--- src/rtl/cmpbus_pkg.sv ---
package cmpbus_pkg;
  localparam int MAX_COLS   = 4;
  localparam int CODE_W     = 4;
  localparam int DIG_SEL_W  = 3;
  localparam int REG_W      = MAX_COLS * CODE_W;
  localparam int ADDR_W     = 2;

  localparam logic [ADDR_W-1:0] ADDR_FUNC = 2'd0;
  localparam logic [ADDR_W-1:0] ADDR_CTRL = 2'd1;
  localparam logic [ADDR_W-1:0] ADDR_SEL  = 2'd2;
  localparam logic [ADDR_W-1:0] ADDR_STAT = 2'd3;

  localparam logic [CODE_W-1:0] CODE_PASS_A = 4'h3;

  typedef struct packed {
    logic [REG_W-1:0]     funcCodes;
    logic [MAX_COLS-1:0]  forceOpen;
    logic [MAX_COLS-1:0]  gateEn;
    logic [DIG_SEL_W-1:0] gateSel;
  } cfg_t;
endpackage

--- src/rtl/cmpbus_cfg_regs.sv ---
module cmpbus_cfg_regs
  import cmpbus_pkg::*;
(
  input  logic                clk,
  input  logic                rstN,
  input  logic                wrEn,
  input  logic [ADDR_W-1:0]   wrAddr,
  input  logic [REG_W-1:0]    wrData,
  input  logic [ADDR_W-1:0]   rdAddr,
  input  logic [MAX_COLS-1:0] statusBits,
  output logic [REG_W-1:0]    rdData,
  output cfg_t                cfg
);
  localparam int CTRL_W = 2 * MAX_COLS;

  cfg_t cfgQ;

  always_ff @(posedge clk) begin
    if (!rstN) begin
      cfgQ.funcCodes <= {MAX_COLS{CODE_PASS_A}};
      cfgQ.forceOpen <= '0;
      cfgQ.gateEn    <= '0;
      cfgQ.gateSel   <= '0;
    end else if (wrEn) begin
      case (wrAddr)
        ADDR_FUNC: cfgQ.funcCodes <= wrData;
        ADDR_CTRL: begin
          cfgQ.forceOpen <= wrData[MAX_COLS-1:0];
          cfgQ.gateEn    <= wrData[CTRL_W-1:MAX_COLS];
        end
        ADDR_SEL:  cfgQ.gateSel <= wrData[DIG_SEL_W-1:0];
        default:   ;
      endcase
    end
  end

  always_comb begin
    rdData = '0;
    case (rdAddr)
      ADDR_FUNC: rdData = cfgQ.funcCodes;
      ADDR_CTRL: rdData[CTRL_W-1:0] = {cfgQ.gateEn, cfgQ.forceOpen};
      ADDR_SEL:  rdData[DIG_SEL_W-1:0] = cfgQ.gateSel;
      default:   rdData[MAX_COLS-1:0] = statusBits;
    endcase
  end

  assign cfg = cfgQ;
endmodule

--- src/rtl/cmpbus_col_latch.sv ---
module cmpbus_col_latch (
  input  logic clk,
  input  logic rstN,
  input  logic phi2,
  input  logic forceOpen,
  input  logic busBit,
  output logic latched
);
  logic holdQ;

  always_ff @(posedge clk) begin
    if (!rstN)     holdQ <= 1'b0;
    else if (phi2) holdQ <= busBit;
  end

  assign latched = (phi2 || forceOpen) ? busBit : holdQ;
endmodule

--- src/rtl/cmpbus_lut2.sv ---
module cmpbus_lut2
  import cmpbus_pkg::*;
(
  input  logic [CODE_W-1:0] code,
  input  logic              inA,
  input  logic              inB,
  output logic              result
);
  // code bit 0 is the output for A=1,B=1; bit 3 is the output for A=0,B=0
  logic [1:0] pick;
  assign pick   = {~inA, ~inB};
  assign result = code[pick];
endmodule

--- src/rtl/cmpbus_datapath.sv ---
module cmpbus_datapath
  import cmpbus_pkg::*;
#(
  parameter int NUM_COLS = 4,
  parameter int NUM_DIG  = 1 << DIG_SEL_W
) (
  input  logic                clk,
  input  logic                rstN,
  input  logic                phi2,
  input  logic [MAX_COLS-1:0] cmpBus,
  input  logic [NUM_DIG-1:0]  digBlk,
  input  cfg_t                cfg,
  output logic [MAX_COLS-1:0] latchedBits,
  output logic [MAX_COLS-1:0] gatedBits,
  output logic [MAX_COLS-1:0] cmpOut
);
  logic gateLevel;
  assign gateLevel = digBlk[cfg.gateSel];

  for (genvar n = 0; n < MAX_COLS; n++) begin : g_col
    if (n < NUM_COLS) begin : g_present
      cmpbus_col_latch u_latch (
        .clk       (clk),
        .rstN      (rstN),
        .phi2      (phi2),
        .forceOpen (cfg.forceOpen[n]),
        .busBit    (cmpBus[n]),
        .latched   (latchedBits[n])
      );
      assign gatedBits[n] = latchedBits[n] & (gateLevel | ~cfg.gateEn[n]);
    end else begin : g_absent
      assign latchedBits[n] = 1'b0;
      assign gatedBits[n]   = 1'b0;
    end

    cmpbus_lut2 u_lut (
      .code   (cfg.funcCodes[n*CODE_W +: CODE_W]),
      .inA    (gatedBits[n]),
      .inB    (gatedBits[(n+1) % MAX_COLS]),
      .result (cmpOut[n])
    );
  end
endmodule

--- src/rtl/cmpbus_conditioner.sv ---
module cmpbus_conditioner
  import cmpbus_pkg::*;
#(
  parameter int NUM_COLS = 4,
  parameter int NUM_DIG  = 1 << DIG_SEL_W
) (
  input  logic                clk,
  input  logic                rstN,
  input  logic                phi2,
  input  logic [MAX_COLS-1:0] cmpBus,
  input  logic [NUM_DIG-1:0]  digBlk,
  input  logic                wrEn,
  input  logic [ADDR_W-1:0]   wrAddr,
  input  logic [REG_W-1:0]    wrData,
  input  logic [ADDR_W-1:0]   rdAddr,
  output logic [REG_W-1:0]    rdData,
  output logic [MAX_COLS-1:0] cmpOut
);
  cfg_t                cfg;
  logic [MAX_COLS-1:0] latchedBits;
  logic [MAX_COLS-1:0] gatedBits;

  cmpbus_cfg_regs u_regs (
    .clk        (clk),
    .rstN       (rstN),
    .wrEn       (wrEn),
    .wrAddr     (wrAddr),
    .wrData     (wrData),
    .rdAddr     (rdAddr),
    .statusBits (cmpOut),
    .rdData     (rdData),
    .cfg        (cfg)
  );

  cmpbus_datapath #(.NUM_COLS(NUM_COLS), .NUM_DIG(NUM_DIG)) u_dp (
    .clk         (clk),
    .rstN        (rstN),
    .phi2        (phi2),
    .cmpBus      (cmpBus),
    .digBlk      (digBlk),
    .cfg         (cfg),
    .latchedBits (latchedBits),
    .gatedBits   (gatedBits),
    .cmpOut      (cmpOut)
  );
endmodule

--- config.mk ---
export PLATFORM = sky130hd
export DESIGN_NAME = cmpbus_conditioner
export DESIGN_NICKNAME = d
export VERILOG_FILES = /design/src/rtl/cmpbus_pkg.sv /design/src/rtl/cmpbus_cfg_regs.sv /design/src/rtl/cmpbus_col_latch.sv /design/src/rtl/cmpbus_lut2.sv /design/src/rtl/cmpbus_datapath.sv /design/src/rtl/cmpbus_conditioner.sv
export SDC_FILE = /design/constraint.sdc
export NUM_CORES = 1
export LEC_CHECK = 0
export CORE_MARGIN = 2
export CORE_UTILIZATION = 30
export CTS_CLUSTER_DIAMETER = 80
export CTS_CLUSTER_SIZE = 14
export DETAILED_ROUTE_END_ITERATION = 10
export PLACE_DENSITY = 0.66
export SLEW_MARGIN = 20
export SYNTH_ARGS = -nofsm -noshare
export SYNTH_HDL_FRONTEND = slang
export SYNTH_SLANG_ARGS = --single-unit
--- constraint.sdc ---
create_clock -name clk -period 6 [get_ports clk]
set_input_delay 0.6 -clock clk [delete_from_list [all_inputs] [get_ports clk]]
set_output_delay 0.6 -clock clk [all_outputs]
set_load 0.005 [all_outputs]
# Word level (Yosys, flattened, before mapping)
# Index checks and enable logic that the tools add are counted.
# W data, S select, Z words.
# op_classes
bitwise_logic,16
eq_ne,4
mux,18
n_lt_le_gt_ge,5
reduce_logical,9
# ops
operator,n
$lt A2 B3 Y1 const B,4
$mux W1,9
$pmux W3 S3,1
$bmux W1 S2,4
$mux W8,1
$not A1 Y1,8
$pmux W4 S2,1
$reduce_and A2 Y1,3
$and A1 B1 Y1,4
$eq A2 B1 Y1 const B,2
$eq A2 B2 Y1 const B,2
$logic_not A2 Y1,2
$logic_or A1 B1 Y1,4
$lt A3 B4 Y1 const B,1
$or A1 B1 Y1,4
$bmux W1 S3,1
$pmux W1 S3,1
# totals
output_inout_bits,20
register_bits,31
wordCells,60

# Depth between registers and ports, before layout
# depth
word_depth,8
depth_mapped,7

# Hierarchy
# Synthesis repeated with hierarchy kept, for this count alone.
# hier_totals
hier_cells,174
hier_area_um2,1717.9
# modules_own_cells
module,area_each_um2,cells_per_inst,n_inst
cmpbus_cfg_regs,1325.0,140,1
cmpbus_col_latch,51.3,5,4
cmpbus_datapath,97.6,10,1
cmpbus_lut2,22.5,1,4

# Worst setup path before layout
# Ideal clock, no wire load.
# synth_timing
kind,input to output
start,in digBlk[3]
end,out rdData[2]
arrival_time_ns,2.283
path_slack_ns,3.117
stages,6
required_ns,5.400
path_cell_list,mux4_2 mux2i_4 a22o_1 mux2i_1 mux2i_1 mux4_2
# synth_between
elab_chain_cells,8
elab_cells_between_ends,11
classes_between,5 x mux; 6 x bitwise
# synth_rtl
item,line,text
start: declaration,cmpbus_conditioner.sv:11,"input logic [NUM_DIG-1:0] digBlk,"
$bmux W1 S3 *,cmpbus_datapath.sv:18,assign gateLevel = digBlk[cfg.gateSel];
$mux W1 (implied by the code) *,cmpbus_datapath.sv:18,
$or A1 B1 Y1,cmpbus_datapath.sv:30,assign gatedBits[n] = latchedBits[n] & (gateLevel | ~cfg.gateEn[n]);
$and A1 B1 Y1,cmpbus_datapath.sv:30,
$not A1 Y1,cmpbus_lut2.sv:11,"assign pick = {~inA, ~inB};"
$bmux W1 S2 *,cmpbus_lut2.sv:12,assign result = code[pick];
$mux W1 (implied by the code) *,cmpbus_lut2.sv:12,
named net u_dp.g_col[2].u_lut.result,cmpbus_lut2.sv:7,output logic result
$pmux W3 S3 *,cmpbus_cfg_regs.sv:39,case (rdAddr)
end: declaration,cmpbus_conditioner.sv:16,"output logic [REG_W-1:0] rdData,"
# Mark *: on every way through the listed nets, which the timed path passes. The rest lies on a longest branch. The select of a mux whose other input is x is not followed.

# Worst setup path in the final report
# layout_timing
start,in digBlk[7]
end,out rdData[2]
# layout_between
elab_chain_cells,8
elab_cells_between_ends,11
classes_between,5 x mux; 6 x bitwise
# layout_rtl
item,line
$bmux W1 S3 *,cmpbus_datapath.sv:18
$mux W1 (implied by the code) *,cmpbus_datapath.sv:18
$or A1 B1 Y1,cmpbus_datapath.sv:30
$and A1 B1 Y1,cmpbus_datapath.sv:30
$not A1 Y1,cmpbus_lut2.sv:11
$bmux W1 S2 *,cmpbus_lut2.sv:12
$mux W1 (implied by the code) *,cmpbus_lut2.sv:12
$pmux W3 S3 *,cmpbus_cfg_regs.sv:39
# Every way passes the cells marked *; elsewhere a longest branch is shown, timed or not. The select of a mux whose other input is x is not followed.

==> Implementation_results.wiki <==
{| class="wikitable"
! Metric !! Value
|-
| DRC violation total after the first TritonRoute iteration || 56
|-
| Hold violation total from the final report || 0
|-
| Worst-case headroom to the max-slew limit || 35.57%
|-
| Initial antenna violation count || 0
|-
| Arrival time at the worst endpoint || 3.36 ns
|-
| Ratio of routed vias to standard cells || 4.647
|-
| Status || finished clean
|-
| Largest fanout on the critical path || 4
|-
| Pint || 0.0003829 W
|-
| Input/output buffers || 55
|-
| Number of buffers added to fix hold violations after cts || 0
|-
| Number of storage elements in the synthesis netlist || 31
|-
| Total track usage || 14.27%
|-
| Global-route met1 utilization || 19.80%
|-
| Reg-to-reg critical path startpoint || u_regs.cfg[2]
|-
| Number of max-cap violations || 0
|-
| Type of element launching the critical path || input port
|-
| Final-report max-slew violation count || 0
|-
| First element of the critical path || digBlk[7]
|-
| Most used standard cell by instance count after synthesis || sky130_fd_sc_hd__nand2_1
|-
| Post-detailed-route count of antenna-violating nets || 0
|-
| Number of nets at the end of the flow || 265
|-
| Final non-filler cell area || 2326 µm²
|-
| Final Setup Violations || 0
|-
| Yosys warnings || 0
|-
| CTS root buf || sky130_fd_sc_hd__clkbuf_8
|-
| DRC violation count after routing || 0
|-
| H-tree levels || 2
|-
| Synth Area per Inst || 9.083 µm²
|-
| Top cells by area in the synthesized netlist || sky130_fd_sc_hd__dfxtp_1 38%, sky130_fd_sc_hd__mux2i_1 18%, sky130_fd_sc_hd__nand2_1 8.0%
|-
| Most common flop cell mapped by yosys || sky130_fd_sc_hd__dfxtp_1
|-
| Comb pwr share || 20.8%
|-
| Sink count of the clock tree || 31
|-
| Top-Level Pins || 56
|-
| Total number of placement rows || 26
|-
| Number of buffers and inverters on the critical path || 2
|-
| Share of the yosys chip area belonging to registers || 37.75%
|-
| Unique cell type count in the Yosys netlist || 22
|-
| Detailed-route wire length per cell || 14.21 µm
|-
| Min cycle time layout || 3.965 ns
|-
| Layout overhead on the synthesized area || 41.48%
|-
| Register-to-Register Path Depth || 2
|-
| Top cell type's share of synthesized area || 37.75%
|-
| Commonest cells in the netlist || 35 x sky130_fd_sc_hd__nand2_1, 31 x sky130_fd_sc_hd__dfxtp_1, 30 x sky130_fd_sc_hd__mux2i_1, 15 x sky130_fd_sc_hd__nor2b_1
|-
| Number of global-route vias before repair || 1391
|-
| Clock tree from TritonCTS || yes
|-
| Critical Path Slowest Stage Cell || sky130_fd_sc_hd__mux4_2
|-
| Clock skew after layout || 0 ns
|-
| Worst Max-Slew Pin Slew || 0.9634 ns
|-
| Power per cell area || 217.6 nW/µm²
|-
| Leakage component of the power || 0.9536 nW
|-
| Clk_lat worst skew || 0.28 ns
|-
| Sw power || 0.0001233 W
|-
| Gate count after technology mapping || 181
|-
| Pin count of the biggest net entering global routing || 32
|-
| Met2 usage in global routing || 21.38%
|-
| Starting density of the core || 31.59%
|-
| Wire length of the first global-routing pass || 6.824 mm
|-
| Antenna fix cells || 0
|-
| Detailed Routing Iterations Pass 1 || 4
|-
| Hpwl dp || 3.119 mm
|-
| Highest attainable clock frequency || 252.2 MHz
|-
| DP Area || 2220 µm²
|-
| Classification of the worst setup path || input port to primary output
|-
| Die ar. || 6089 µm²
|-
| Leading area contributor after synthesis || sky130_fd_sc_hd__dfxtp_1
|-
| Total CTS buffers || 5
|-
| Worst reg2reg path endpoint || u_regs.cfg[2]
|-
| Required time worst endpoint || 5.40 ns
|-
| Final cycle utilization of the critical path || 66.08%
|-
| Longest Clk Path Bufs || 2
|-
| Clock transition at the registers of the reported paths || 0.06 ns
|-
| Critical path endpoint category || primary output
|-
| Total negative slack || 0 ns
|-
| Relative contribution of sequential cells to total power || 43.7%
|-
| Buffers inserted during post-CTS setup optimization || 0
|-
| Class of the tightest hold or removal check || register to register
|-
| Total nets after synthesis || 217
|-
| Crit path to || rdData[2]
|-
| Number of enable flip-flop cells after synthesis || 0
|-
| Share of layout cells above drive strength 1 || 6.957%
|-
| Share of total power in the clock network || 35.5%
|-
| Placer congestion estimate || 0.7786
|-
| Aggregate routed wire length || 4.263 mm
|-
| Reg2reg setup slack || 5.30 ns
|-
| Critical path's top delay family || multiplexers
|-
| Busiest layer in global routing || met2
|-
| List of cells traversed by the critical path || clkdlybuf4s50_1 -> mux4_2 -> mux2i_4 -> a22o_1 -> mux2i_1 -> mux2i_1 -> mux4_2 -> clkdlybuf4s50_1
|-
| Die height || 78.03 µm
|-
| Summed instance area of the synthesized netlist || 1644 µm²
|-
| Die width || 78.03 µm
|-
| CP max stage delay || 0.51 ns
|-
| Grt ovf || 0
|-
| Worst-case vdd ir drop || 0.0001375 V
|-
| Quantity of gates resized following cts || 0
|-
| Asr flop ratio synth || 0%
|-
| Via count || 1394
|-
| RSZ-0062 raised after global routing || no
|-
| Met3 layer usage reported by global route || 4.368%
|-
| Core area || 5205 µm²
|-
| Net switching fraction of the power || 24.35%
|-
| Crit path depth || 8
|}
## worst min path at each step
stage	cells past startpoint	to	startpoint
floorplan	2	u_regs.cfg[21]	u_regs.cfg[21]
global placement	2	u_regs.cfg[14]	u_regs.cfg[14]
detailed placement	2	u_regs.cfg[21]	u_regs.cfg[21]
CTS	2	u_regs.cfg[22]	u_regs.cfg[22]
global route	2	u_regs.cfg[22]	u_regs.cfg[22]
finish	2	u_regs.cfg[21]	u_regs.cfg[21]
## per-layer routing
layer	wire [µm]	part of all wire, %
met5	0	0
met4	48	1.1
met3	332	7.8
met2	1792	42
met1	2089	49
## registers in the layout, indices dropped and copies added (netlist names)
| register | count |
|---|---|
| u_dp.g_col.g_present.u_latch.holdQ | 4 |
| u_regs.cfg | 27 |
## per-stage QoR
| step | hold slack [ns] | std cells | util [%] | worst slack (ns) | total power [W] |
|---|---|---|---|---|---|
| 2_1_floorplan | 0.4512 | 181 | - | 3.117 | 0.0002796 |
| 3_3_place_gp | 0.4744 | 292 | 42.64 | 2.143 | 0.0003301 |
| 3_5_place_dp | 0.4774 | 292 | 42.64 | 2.040 | 0.0003309 |
| 4_1_cts | 0.4891 | 300 | 44.57 | 2.032 | 0.0005109 |
| 5_1_grt | 0.5074 | 300 | 44.69 | 1.920 | 0.0005273 |
| 6_report | 0.4870 | 300 | 44.69 | 2.035 | 0.0005062 |
## cell type report
| class | count | area [µm²] |
|---|---|---|
| Multi-Input combinational cell | 136 | 967.2 |
| Tap cell | 70 | 87.58 |
| Sequential cell | 31 | 620.6 |
| Timing Repair Buffer | 55 | 550.5 |
| Fill cell | 520 | 2879 |
| Clock buffer | 8 | 100.1 |
## layout by cell type (no fill, tap or decap), types with 5 or more instances in the layout
cell	count
sky130_fd_sc_hd__mux4_2	5
sky130_fd_sc_hd__nor2_1	9
sky130_fd_sc_hd__clkbuf_8	7
sky130_fd_sc_hd__nor2b_1	15
sky130_fd_sc_hd__mux2i_1	30
sky130_fd_sc_hd__a21boi_0	8
sky130_fd_sc_hd__clkdlybuf4s50_1	55
sky130_fd_sc_hd__nand2_1	35
sky130_fd_sc_hd__and2_1	8
sky130_fd_sc_hd__a21oi_1	5
sky130_fd_sc_hd__nand3_1	8
sky130_fd_sc_hd__dfxtp_1	31
## power groups by stage
| stage | Combinational [W] | Clock (W) | Sequential [W] |
|---|---|---|---|
| after floorplan | 0.0000560 | 0 | 0.000224 |
| final | 0.000105 | 0.000180 | 0.000221 |
| after detailed placement | 0.000105 | 0 | 0.000226 |
| after global routing | 0.000114 | 0.000191 | 0.000222 |
| after CTS | 0.000106 | 0.000184 | 0.000221 |
| after global placement | 0.000104 | 0 | 0.000226 |
## cell families after synthesis
| group | Yosys count | share of synthesized area [%] |
|---|---|---|
| flops | 31 | 37.75 |
| mux | 36 | 26.48 |
| buf+inv | 14 | 4.109 |
| simple gates | 81 | 23.90 |
| compound gates | 19 | 7.762 |
## worst register-to-register path: cells and delay by family, from the launching register on
kind | cells | cell delay [ns]
flops | 1 | 0.43
mux | 1 | 0.11
simple gates | 1 | 0.11
No activity file was read; power rests on OpenSTA's default activity.
